`config.mk`:
```
export PLATFORM = sky130hd
export DESIGN_NAME = cmdResponder
export DESIGN_NICKNAME = d
export VERILOG_FILES = /design/src/rtl/rspPkg.sv /design/src/rtl/rspDatapath.sv /design/src/rtl/rspControl.sv /design/src/rtl/cmdResponder.sv
export SDC_FILE = /design/constraint.sdc
export NUM_CORES = 1
export LEC_CHECK = 0
export ABC_AREA = 1
export BUFFER_PORTS_ARGS = -buffer_cell sky130_fd_sc_hd__buf_4
export CAP_MARGIN = 0
export CORE_ASPECT_RATIO = 1.25
export CORE_MARGIN = 4
export CORE_UTILIZATION = 29
export CTS_CLUSTER_SIZE = 10
export DETAILED_ROUTE_END_ITERATION = 6
export SYNTH_ARGS = -nofsm -noshare
export SYNTH_HDL_FRONTEND = slang
export SYNTH_SLANG_ARGS = --single-unit
```
`constraint.sdc`:
```
create_clock -name clk -period 2.5 [get_ports clk]
set_input_delay 0.5 -clock clk [delete_from_list [all_inputs] [get_ports clk]]
set_output_delay 0.5 -clock clk [all_outputs]
set_load 0.02 [all_outputs]
```
`src/rtl/rspPkg.sv`:
```
package rspPkg;
  localparam int CHAR_W      = 8;
  localparam int REPLY_BYTES = 4;
  localparam int IDX_W       = $clog2(REPLY_BYTES);

  typedef enum logic [2:0] {
    K_OK_UP = 3'd0,
    K_OK_LO = 3'd1,
    K_UC    = 3'd2,
    K_PE    = 3'd3,
    K_FE    = 3'd4,
    K_OE    = 3'd5
  } replyKindT;

  typedef enum logic [1:0] {
    S_IDLE = 2'd0,
    S_LOAD = 2'd1,
    S_WAIT = 2'd2
  } seqStateT;

  typedef struct packed {
    logic start;
    logic advance;
  } ctrlStrobeT;

  function automatic logic [CHAR_W-1:0] replyByte(replyKindT k, logic [IDX_W-1:0] i);
    logic [CHAR_W-1:0] b;
    case (i)
      2'd2: b = 8'h0D;
      2'd3: b = 8'h0A;
      2'd0: begin
        case (k)
          K_OK_UP: b = 8'h4F;
          K_OK_LO: b = 8'h6F;
          K_UC:    b = 8'h55;
          K_PE:    b = 8'h50;
          K_FE:    b = 8'h46;
          K_OE:    b = 8'h4F;
          default: b = 8'h3F;
        endcase
      end
      default: begin
        case (k)
          K_OK_UP: b = 8'h4B;
          K_OK_LO: b = 8'h6B;
          K_UC:    b = 8'h43;
          default: b = 8'h45;
        endcase
      end
    endcase
    return b;
  endfunction
endpackage

```
`src/rtl/rspDatapath.sv`:
```
module rspDatapath
  import rspPkg::*;
#(
  parameter logic [CHAR_W-1:0] CMD_UPPER = 8'h54,
  parameter logic [CHAR_W-1:0] CMD_LOWER = 8'h74
) (
  input  logic              clk,
  input  logic              rstN,
  input  logic              rxValid,
  input  logic [CHAR_W-1:0] rxData,
  input  logic              errValid,
  input  logic              errFraming,
  input  logic              errParity,
  input  logic              errOverrun,
  input  ctrlStrobeT        ctrl,
  output logic              evtReq,
  output logic              isLast,
  output logic [CHAR_W-1:0] txData
);
  localparam logic [IDX_W-1:0] LAST_IDX = IDX_W'(REPLY_BYTES - 1);

  replyKindT        nextKind;
  replyKindT        kindQ;
  logic [IDX_W-1:0] idxQ;
  logic             anyErr;

  assign anyErr = errFraming | errParity | errOverrun;

  // Error path has precedence; an error drops any character in the same cycle.
  always_comb begin
    nextKind = K_UC;
    evtReq   = 1'b0;
    if (errValid) begin
      evtReq = anyErr;
      if (errFraming)      nextKind = K_FE;
      else if (errParity)  nextKind = K_PE;
      else                 nextKind = K_OE;
    end else if (rxValid) begin
      evtReq = 1'b1;
      if (rxData == CMD_UPPER)      nextKind = K_OK_UP;
      else if (rxData == CMD_LOWER) nextKind = K_OK_LO;
      else                          nextKind = K_UC;
    end
  end

  always_ff @(posedge clk) begin
    if (!rstN) begin
      kindQ <= K_UC;
      idxQ  <= '0;
    end else if (ctrl.start) begin
      kindQ <= nextKind;
      idxQ  <= '0;
    end else if (ctrl.advance) begin
      idxQ  <= idxQ + 1'b1;
    end
  end

  assign isLast = (idxQ == LAST_IDX);
  assign txData = replyByte(kindQ, idxQ);

  a_r7_index_restart: assert property (@(posedge clk) disable iff (!rstN)
    ctrl.start |=> (idxQ == '0));
  a_r7_index_step: assert property (@(posedge clk) disable iff (!rstN)
    ctrl.advance |=> (idxQ == $past(idxQ) + 1'b1));
  a_r5_framing_first: assert property (@(posedge clk) disable iff (!rstN)
    (ctrl.start && errValid && errFraming) |=> (kindQ == K_FE));
  a_r6_error_wins: assert property (@(posedge clk) disable iff (!rstN)
    (ctrl.start && errValid) |=> (kindQ == K_FE || kindQ == K_PE || kindQ == K_OE));
endmodule

```
`src/rtl/rspControl.sv`:
```
module rspControl
  import rspPkg::*;
(
  input  logic       clk,
  input  logic       rstN,
  input  logic       evtReq,
  input  logic       isLast,
  input  logic       txEnd,
  output ctrlStrobeT ctrl,
  output logic       txLoad,
  output logic       rxMask,
  output logic       replyDone
);
  seqStateT stateQ, stateD;
  logic     finish;

  assign ctrl.start   = (stateQ == S_IDLE) && evtReq;
  assign ctrl.advance = (stateQ == S_WAIT) && txEnd && !isLast;
  assign finish       = (stateQ == S_WAIT) && txEnd && isLast;

  always_comb begin
    stateD = stateQ;
    case (stateQ)
      S_IDLE: if (evtReq) stateD = S_LOAD;
      S_LOAD: stateD = S_WAIT;
      S_WAIT: if (txEnd) stateD = isLast ? S_IDLE : S_LOAD;
      default: stateD = S_IDLE;
    endcase
  end

  always_ff @(posedge clk) begin
    if (!rstN) begin
      stateQ    <= S_IDLE;
      replyDone <= 1'b0;
    end else begin
      stateQ <= stateD;
      if (ctrl.start)  replyDone <= 1'b0;
      else if (finish) replyDone <= 1'b1;
    end
  end

  assign txLoad = (stateQ == S_LOAD);
  assign rxMask = (stateQ != S_IDLE);

  a_r8_mask_on_load: assert property (@(posedge clk) disable iff (!rstN)
    txLoad |-> rxMask);
  a_r7_single_load: assert property (@(posedge clk) disable iff (!rstN)
    txLoad |=> !txLoad);
  a_r7_first_load: assert property (@(posedge clk) disable iff (!rstN)
    ctrl.start |=> txLoad);
  a_r8_no_start_busy: assert property (@(posedge clk) disable iff (!rstN)
    rxMask |-> !ctrl.start);
  a_r9_done_unmasks: assert property (@(posedge clk) disable iff (!rstN)
    finish |=> (replyDone && !rxMask));
endmodule

```
`src/rtl/cmdResponder.sv`:
```
module cmdResponder
  import rspPkg::*;
#(
  parameter logic [7:0] CMD_UPPER = 8'h54,
  parameter logic [7:0] CMD_LOWER = 8'h74
) (
  input  logic       clk,
  input  logic       rstN,
  input  logic       rxValid,
  input  logic [7:0] rxData,
  input  logic       errValid,
  input  logic       errFraming,
  input  logic       errParity,
  input  logic       errOverrun,
  input  logic       txEnd,
  output logic       txLoad,
  output logic [7:0] txData,
  output logic       rxMask,
  output logic       replyDone
);
  ctrlStrobeT ctrl;
  logic       evtReq;
  logic       isLast;

  rspDatapath #(.CMD_UPPER(CMD_UPPER), .CMD_LOWER(CMD_LOWER)) dp_i (
    .clk(clk), .rstN(rstN), .rxValid(rxValid), .rxData(rxData),
    .errValid(errValid), .errFraming(errFraming), .errParity(errParity),
    .errOverrun(errOverrun), .ctrl(ctrl), .evtReq(evtReq), .isLast(isLast),
    .txData(txData)
  );

  rspControl ctl_i (
    .clk(clk), .rstN(rstN), .evtReq(evtReq), .isLast(isLast), .txEnd(txEnd),
    .ctrl(ctrl), .txLoad(txLoad), .rxMask(rxMask), .replyDone(replyDone)
  );
endmodule

```
==> metrics.cfg, run 1 <==
[status]
status = finished, final reports clean

[grt]
grt_pass1_wl_mm = 2.28
grt_usage_pct = 9.84
grt_max_degree = 7
first_global_vias = 605
antenna_found_initial = 0
grt_overflow_total = 0

[yosys]
ys_ff_latch = 8
syn-num-nets = 122
seq_area_frac_synth_pct = 25.5
syn_inst = 102
ys_top_cells_by_area = dfxtp_1 (26%), inv_1 (15%), nand2_1 (13%), a21oi_1 (8.0%), ha_1 (8.0%)
yosysTopAreaCell = dfxtp_1
yosys.area_share.simple_pct = 33.3
yosysWarnings = 0
synthAdderAreaFrac_pct = 7.98
muxShareOfSynthArea_pct = 0
yosysTopAreaCellShare_pct = 25.5
synth_compound_area_share_pct = 16.4
synthXorXnorAreaFrac_pct = 0
netlist_area_um2 = 627
synth.distinct_cells = 23
synth_top_family_by_area = simple AND/OR/NAND/NOR gates
syn_avg_cell_area_um2 = 6.15

[drt]
avgRoutedWirePerCell_um = 9.31
drtPass1Iterations = 4
viasPerCell = 4.60
drt_wl_total_mm = 1.39
drc = 0
drt_iter0_drc = 15
via_count = 685
ant_nets = 0

[sta]
setup_tns_ps = 0
period_minus_slack_ps = 2120
timing.fmax_mhz = 473
rsz0062_at_grt = no
hold-worst-slack_ps = 450
fin_crit_sh_pct = 84.7
finClkSkew_ps = 2.37
finalHoldViolCount = 0
setup_violations = 0
drv_slew = 0

[worst_setup_path]
cp-end-kind = output pin
cp.required_ps = 2000
cp-start-kind = flop
arrival_ps = 1620
crit_fanout = 6
crit_type = flop to output pin

[pwr]
irDropWorstVdd_mv = 0.307
p_leak_nw = 0.470
power-per-cell-area_nw_per_um2 = 502

[clock_network]
clock_tree.buffer_depth = 2
cts_tree = yes
ctsHoldBuffers = 0
clock_sinks = 8
clk_pin_slew_ps = 50
postCtsSetupBuffers = 0
cts_buffers = 3
root_buffer = clkbuf_4
ctsHtreeMaxLevel = 1
insertion_delay_ps = 250
post_cts_resized = 0

[floorplan]
rows = 18
initial_core_util_pct = 30.9
fp.dieW_um = 49.6
core_area_um2 = 2030
ioPinCount = 27
chipHeight_um = 60.0
dieArea_um2 = 2970

[cells_and_area]
fill_cells = 221
drive_gt1_share_pct = 24.8
syn_to_final_growth_pct = 36.3
diodes = 0
fin_nets = 151

[placement]
hpwl_mm = 1.15
numPortBuffers = 25
gp_routability_congestion = 0.787

[run]
maxCapViolCount = 0

[min_path]
min_path_type = flop to flop

-- worst paths after layout --
kind / from / end / slack, ps / cells past startpoint
max reg2reg: dp_i.idxQ[0] / dp_i.idxQ[0] / 1270 / 5
min: ctl_i.replyDone / ctl_i.replyDone / 450 / 2
max: dp_i.idxQ[0] / txData[1] / 380 / 7
min reg2reg: ctl_i.replyDone / ctl_i.replyDone / 450 / 2
-- registers in the layout (all words and copies together), names as in the netlist --
signal,cells
dp_i.kindQ,3
ctl_i.stateQ,2
dp_i.idxQ,2
ctl_i.replyDone,1
-- kinds of logic (layout without fill, tap and decap cells) --
| logic type | Yosys count | count (layout) |
|---|---|---|
| compound gates | 18 | 18 |
| fa+ha+maj | 4 | 4 |
| buf+inv | 26 | 53 |
| flops | 8 | 8 |
| other cells | 1 | 1 |
| simple gates | 45 | 45 |
-- metal layers --
| layer | share of wire [%] | GRT usage (%) | vias up |
|---|---|---|---|
| met5 | 0 | 0 | - |
| met4 | 1.2 | 7.11 | 0 |
| met3 | 8.4 | 2.00 | 2 |
| met2 | 45 | 17.4 | 26 |
| met1 | 45 | 10.4 | 283 |
| li1 | - | - | 374 |
-- worst max-delay path, cell delays in order (launching register included) --
cell and delay, ps:
dfxtp_1 390, ha_1 270, inv_1 90, a21oi_1 170, o21ai_0 140, o31ai_1 90, inv_1 60, buf_4 150
-- stage by stage --
| stage | area, µm² | setup WS (ps) | util (%) | cells | power [mW] |
|---|---|---|---|---|---|
| 5_1_grt | 855 | 220 | 42.2 | 149 | 0.457 |
| 6_report | 855 | 384 | 42.2 | 149 | 0.429 |
| 3_3_place_gp | 832 | 729 | 41.0 | 146 | 0.335 |
| 4_1_cts | 855 | 379 | 42.2 | 149 | 0.433 |
| 3_5_place_dp | 832 | 655 | 41.0 | 146 | 0.335 |
| 2_1_floorplan | 627 | 816 | - | 102 | 0.261 |
-- cell usage after synthesis --
cell type   n
o31ai_1     1
o211ai_1    1
or2_0       1
o21ai_0     2
nor2_2      1
a21oi_2     1
conb_1      1
inv_1      25
nor3_1      1
nand4_1     4
a31oi_1     1
nand4_2     1
dfxtp_1     8
buf_4       1
nor2_1     11
nand2b_1    1
nand2_1    21
nand3_2     1
a21oi_1    10
o22ai_1     2
ha_1        4
nand3_1     2
nand3b_1    1
-- layout make-up --
class	count	area (µm²)	area share [%]
multi-input combinational	68	365	42.8
tap	20	25.0	2.93
sequential	8	160	18.7
clock buffer	3	22.5	2.64
timing repair buffer	25	188	22.0
inverter	25	93.8	11.0
-- report_power, final --
group / switching, mW / internal, mW
logic: 0.104 / 0.0786
registers: 0.0118 / 0.138
clock network: 0.0415 / 0.0548
-- cells in the final DEF (no fill, tap or decap), types with 2 or more instances in the layout --
cell      instances
inv_1            25
buf_4            25
nand2_1          21
nor2_1           11
a21oi_1          10
dfxtp_1           8
nand4_1           4
ha_1              4
clkbuf_4          3
o22ai_1           2
o21ai_0           2
nand3_1           2
No activity file was read; power rests on OpenSTA's default activity.
==> inputs of run 2 (changes only) <==
==> constraint.sdc (replaced) <==
create_clock -name clk -period 2.1 [get_ports clk]
set_input_delay 0.42 -clock clk [delete_from_list [all_inputs] [get_ports clk]]
set_output_delay 0.42 -clock clk [all_outputs]
set_load 0.02 [all_outputs]
==> metrics.cfg, run 2 (synthesis results as in run 1) <==
[floorplan]
ioPinCount = 27  ; unchanged
dieArea_um2 = 2970  ; unchanged
rows = 18  ; unchanged
core_area_um2 = 2030  ; unchanged
chipHeight_um = 60.0  ; unchanged
fp.dieW_um = 49.6  ; unchanged
initial_core_util_pct = 30.9  ; unchanged

[sta]
fin_crit_sh_pct = 91.9
setup_violations = 0  ; unchanged
finClkSkew_ps = 4.15  ; +1.77 ps
finalHoldViolCount = 0  ; unchanged
period_minus_slack_ps = 1930
rsz0062_at_grt = no
drv_slew = 0  ; unchanged
setup_tns_ps = 0  ; unchanged
timing.fmax_mhz = 518
final.setup.worst_slack_ps = 170  ; -214 ps

[drt]
drt_wl_total_mm = 1.39  ; +0.50%
ant_nets = 0  ; unchanged
viasPerCell = 4.68  ; +1.8%
drtPass1Iterations = 4  ; unchanged
drc = 0  ; unchanged
drt_iter0_drc = 11  ; -4
via_count = 697  ; +1.8%
avgRoutedWirePerCell_um = 9.36  ; +0.50%

[placement]
gp_routability_congestion = 0.787  ; about the same
hpwl_mm = 1.18  ; +2.9%
post-place-ws_ps = 327  ; -328 ps
numPortBuffers = 25  ; unchanged

[worst_setup_path]
cp-end-kind = output pin
cp.required_ps = 1680  ; -320 ps
crit_fanout = 4  ; -2
cp-start-kind = flop
arrival_ps = 1510  ; -110 ps
crit_type = flop to output pin

[grt]
met1_usage_pct = 11.0  ; +0.59 points
antenna_found_initial = 0  ; unchanged
grt_usage_pct = 10.4  ; +0.57 points
first_global_vias = 617  ; +2.0%
grt_pass1_wl_mm = 2.39  ; +5.1%
grt_max_degree = 7  ; unchanged
grtUsageMet3_pct = 2.74  ; +0.75 points
grt_busiest_layer = met2
grt_overflow_total = 0  ; unchanged
use_met2_pct = 18.1  ; +0.76 points

[cells_and_area]
reg.largest.list = dp_i.kindQ: 3 flops, ctl_i.stateQ: 2 flops, dp_i.idxQ: 2 flops
drive_gt1_share_pct = 26.4  ; +1.6 points
fill_cells = 241  ; +9.0%
largest_reg_flops = 3  ; unchanged
largest-register = dp_i.kindQ
fin_nets = 151  ; unchanged
syn_to_final_growth_pct = 38.5
layout_common_cells = inv_1 (25), buf_4 (25), nand2_1 (21)
diodes = 0  ; unchanged

[min_path]
min_path_type = input pin to flop

[clock_network]
root_buffer = clkbuf_4
clock_tree.buffer_depth = 2  ; unchanged
cts_tree = yes
cts_buffers = 3  ; unchanged
clock_sinks = 8  ; unchanged
ctsHoldBuffers = 0  ; unchanged
ctsHtreeMaxLevel = 1  ; unchanged
clk_pin_slew_ps = 50  ; about the same
insertion_delay_ps = 250  ; about the same

[run]
maxCapViolCount = 0  ; unchanged

[pwr]
power-per-cell-area_nw_per_um2 = 590  ; +17%
irDropWorstVdd_mv = 0.376  ; +23%
p_leak_nw = 0.472  ; +0.29%

[status]
status = finished, final reports clean

[run 2: cell types whose count changed in the layout (fill, tap and decap cells not counted)]
cell     change
dfxtp_1      -1
ha_4         +1
ha_1         -1
dfxtp_2      +1
[run 2: final timing paths]
check                                     start  slack [ps]               to  cells after the start
worst min register to register  ctl_i.replyDone         460  ctl_i.replyDone                      2
worst max-delay path               dp_i.idxQ[1]         170        txData[3]                      7
worst min-delay path                       rstN         430    dp_i.kindQ[0]                      3
worst max register to register     dp_i.idxQ[0]         880     dp_i.idxQ[0]                      5
[run 2: timing repair]
| action | CTS | global route |
|---|---|---|
| gates resized for setup | 0 | 3 |
| buffers inserted | 0 | 0 |
| endpoints found under the setup margin | 0 | 2 |
[run 2: worst max-delay path: stages (launching register included)]
cell	delay, ps
dfxtp_1	330
inv_1	110
ha_1	210
inv_1	80
a21oi_1	180
nand2_1	70
a21oi_1	130
buf_4	160
[run 2: cell type report]
cell class                 count  area (µm²)  area share, %
inverter                      25        93.8           10.8
clock buffer                   3        22.5           2.59
multi-input combinational     68         378           43.5
timing repair buffer          25         188           21.6
sequential                     8         161           18.6
tap                           20        25.0           2.88
[run 2: routing by layer]
layer | vias to the layer above | wire length [µm] | part of all wire [%]
met5 | - | 0 | 0
met4 | 0 | 19 | 1.4
met3 | 2 | 122 | 8.8
met2 | 28 | 653 | 47
met1 | 291 | 598 | 43
li1 | 376 | - | -
[run 2: stage by stage]
step | cell area [µm²] | utilization [%] | hold WS (ps) | power, mW | std cells
after floorplan | 627 | - | 478 | 0.311 | 102
after global placement | 832 | 41.0 | 436 | 0.398 | 146
after detailed placement | 832 | 41.0 | 451 | 0.399 | 146
after CTS | 855 | 42.2 | 430 | 0.517 | 149
after global routing | 868 | 42.8 | 445 | 0.552 | 149
final | 868 | 42.8 | 434 | 0.512 | 149
[run 2: report_power, final]
group | internal, mW | leakage (nW) | switching [mW] | total, mW
clock | 0.0653 | 0.0138 | 0.0511 | 0.116
sequential | 0.165 | 0.0661 | 0.0140 | 0.179
combinational | 0.0941 | 0.392 | 0.123 | 0.217
==> inputs of run 3 (changes only) <==
==> constraint.sdc (replaced) <==
create_clock -name clk -period 1.9 [get_ports clk]
set_input_delay 0.38 -clock clk [delete_from_list [all_inputs] [get_ports clk]]
set_output_delay 0.38 -clock clk [all_outputs]
set_load 0.02 [all_outputs]
==> metrics.cfg, run 3 (synthesis results as in run 1) <==
[drt]
drc = 0  ; unchanged
wl_met1_um = 626  ; +4.7%
avgRoutedWirePerCell_um = 9.69  ; +3.5%
via_count = 706  ; +1.3%
viasPerCell = 4.71  ; +0.62%
wl_met2_um = 690  ; +5.7%
drt_iter0_drc = 6  ; -5
top_layer = met4
drtPass1Iterations = 4  ; unchanged
routed-wl-met3_um = 117  ; -4.1%
ant_nets = 0  ; unchanged
drt_wl_total_mm = 1.45  ; +4.2%

[worst_setup_path]
crit_fanout = 4  ; unchanged
r2r_end = dp_i.idxQ[0]
arrival_ps = 1410  ; -100 ps
r2r_setup_slack_ps = 670  ; -210 ps
cp.required_ps = 1520  ; -160 ps
rr_startpoint = dp_i.idxQ[0]
cp-end-kind = output pin
crit_type = flop to output pin
cp-start-kind = flop
worstRegToRegCells = 5  ; unchanged

[sta]
setup_violations = 0  ; unchanged
period_minus_slack_ps = 1790
timing.fmax_mhz = 558
fin_crit_sh_pct = 94.4
final.setup.worst_slack_ps = 106  ; -63.6 ps
finClkSkew_ps = 3.44  ; -0.707 ps
finalHoldViolCount = 0  ; unchanged
drv_slew = 0  ; unchanged
rsz0062_at_grt = no
hold-worst-slack_ps = 393  ; -41.1 ps
setup_tns_ps = 0  ; unchanged

[pwr]
combPwrFrac_pct = 43.0  ; +0.6 points
p_int_mw = 0.360  ; +11%
irDropWorstVdd_mv = 0.416  ; +11%
p_leak_nw = 0.478  ; +1.4%
pwr-share-clk_pct = 22.5  ; -0.2 points
switching_power_mw = 0.211  ; +12%
power-per-cell-area_nw_per_um2 = 635  ; +7.6%
switching_share_pct = 36.9  ; +0.22 points
power.total_mw = 0.570  ; +11%
seq_power_share_pct = 34.5  ; -0.4 points

[min_path]
min_path_type = input pin to flop
min_path_cells = 3  ; unchanged
hold_start = rstN
hold_end = dp_i.kindQ[0]

[floorplan]
ioPinCount = 27  ; unchanged
core_area_um2 = 2030  ; unchanged
chipHeight_um = 60.0  ; unchanged
dieArea_um2 = 2970  ; unchanged
rows = 18  ; unchanged
initial_core_util_pct = 30.9  ; unchanged
fp.dieW_um = 49.6  ; unchanged

[grt]
grt_max_degree = 7  ; unchanged
grt_pass1_wl_mm = 2.44  ; +2.0%
antenna_found_initial = 0  ; unchanged
grt_usage_pct = 10.6  ; +0.21 points
first_global_vias = 626  ; +1.5%
grt_overflow_total = 0  ; unchanged

[cells_and_area]
drive_gt1_share_pct = 31.5  ; +5.2 points
diodes = 0  ; unchanged
largest_reg_flops = 3  ; unchanged
fill_cells = 241  ; unchanged
seq_area_um2 = 165  ; +2.3%
syn_to_final_growth_pct = 43.3
multi_input_area_um2 = 394  ; +4.3%
mostFrequentLayoutCell = buf_4
largest-register = dp_i.kindQ
layout_common_cells = buf_4 (26), inv_1 (22), nand2_1 (21)
reg.largest.list = dp_i.kindQ: 3 flops, ctl_i.stateQ: 2 flops, dp_i.idxQ: 2 flops
final_util_pct = 44.3  ; +1.5 points
fin_nets = 152  ; +0.66%

[placement]
hpwl_mm = 1.18  ; unchanged
numPortBuffers = 25  ; unchanged
post-place-ws_ps = 167  ; -160 ps
gp_routability_congestion = 0.787  ; unchanged

[clock_network]
insertion_delay_ps = 250  ; about the same
clock_tree.buffer_depth = 2  ; unchanged
clock_sinks = 8  ; unchanged
cts_tree = yes
clk_pin_slew_ps = 50  ; about the same
cts_buffers = 3  ; unchanged
root_buffer = clkbuf_4
ctsHtreeMaxLevel = 1  ; unchanged

[status]
status = finished, final reports clean

[run]
maxCapViolCount = 0  ; unchanged

run 3: timing repair:
action / 4_1_cts / 5_1_grt
endpoints found under the setup margin: 2 / 5
pin swaps: 0 / 2
endpoints found under the hold margin: 0 / 0
hold buffers: 0 / 0
buffers inserted: 0 / 1
gates resized for setup: 3 / 10
run 3: layer usage:
metal	track usage, %	vias up
met3	2.74	2
met2	18.7	26
met1	11.1	300
met4	7.11	0
met5	0	-
li1	-	378
run 3: worst max-delay path: stages (launching register included):
cell     delay, ps
dfxtp_4        360
inv_2           70
ha_4           140
inv_2           40
a21oi_1        170
nand2_1         80
a21oi_1        130
buf_4          160
run 3: worst max path at each step:
| stage | startpoint | end |
|---|---|---|
| floorplan | dp_i.idxQ[0] | txData[3] |
| global placement | dp_i.idxQ[0] | txData[1] |
| detailed placement | dp_i.idxQ[0] | txData[1] |
| CTS | dp_i.idxQ[0] | txData[1] |
| global route | dp_i.idxQ[1] | txData[1] |
| finish | dp_i.idxQ[0] | txData[3] |
run 3: layout make-up:
type                    instances  area share, %
flip-flops and latches          8           18.4
repair buffers                 26           21.7
clock buffers                   3           2.51
multi-input cells              68           43.9
inverters                      25           10.7
well taps                      20           2.79
run 3: metrics by stage:
stage / area [µm²] / instances
after global placement: 832 / 146
after detailed placement: 832 / 146
final: 898 / 150
after floorplan: 627 / 102
after CTS: 868 / 149
after global routing: 898 / 150
run 3: power by group through the flow:
stage / combinational [mW] / clock [mW] / sequential [mW]
6_report: 0.245 / 0.129 / 0.197
3_3_place_gp: 0.240 / 0 / 0.200
3_5_place_dp: 0.240 / 0 / 0.200
2_1_floorplan: 0.147 / 0 / 0.197
4_1_cts: 0.242 / 0.133 / 0.197
5_1_grt: 0.270 / 0.145 / 0.199
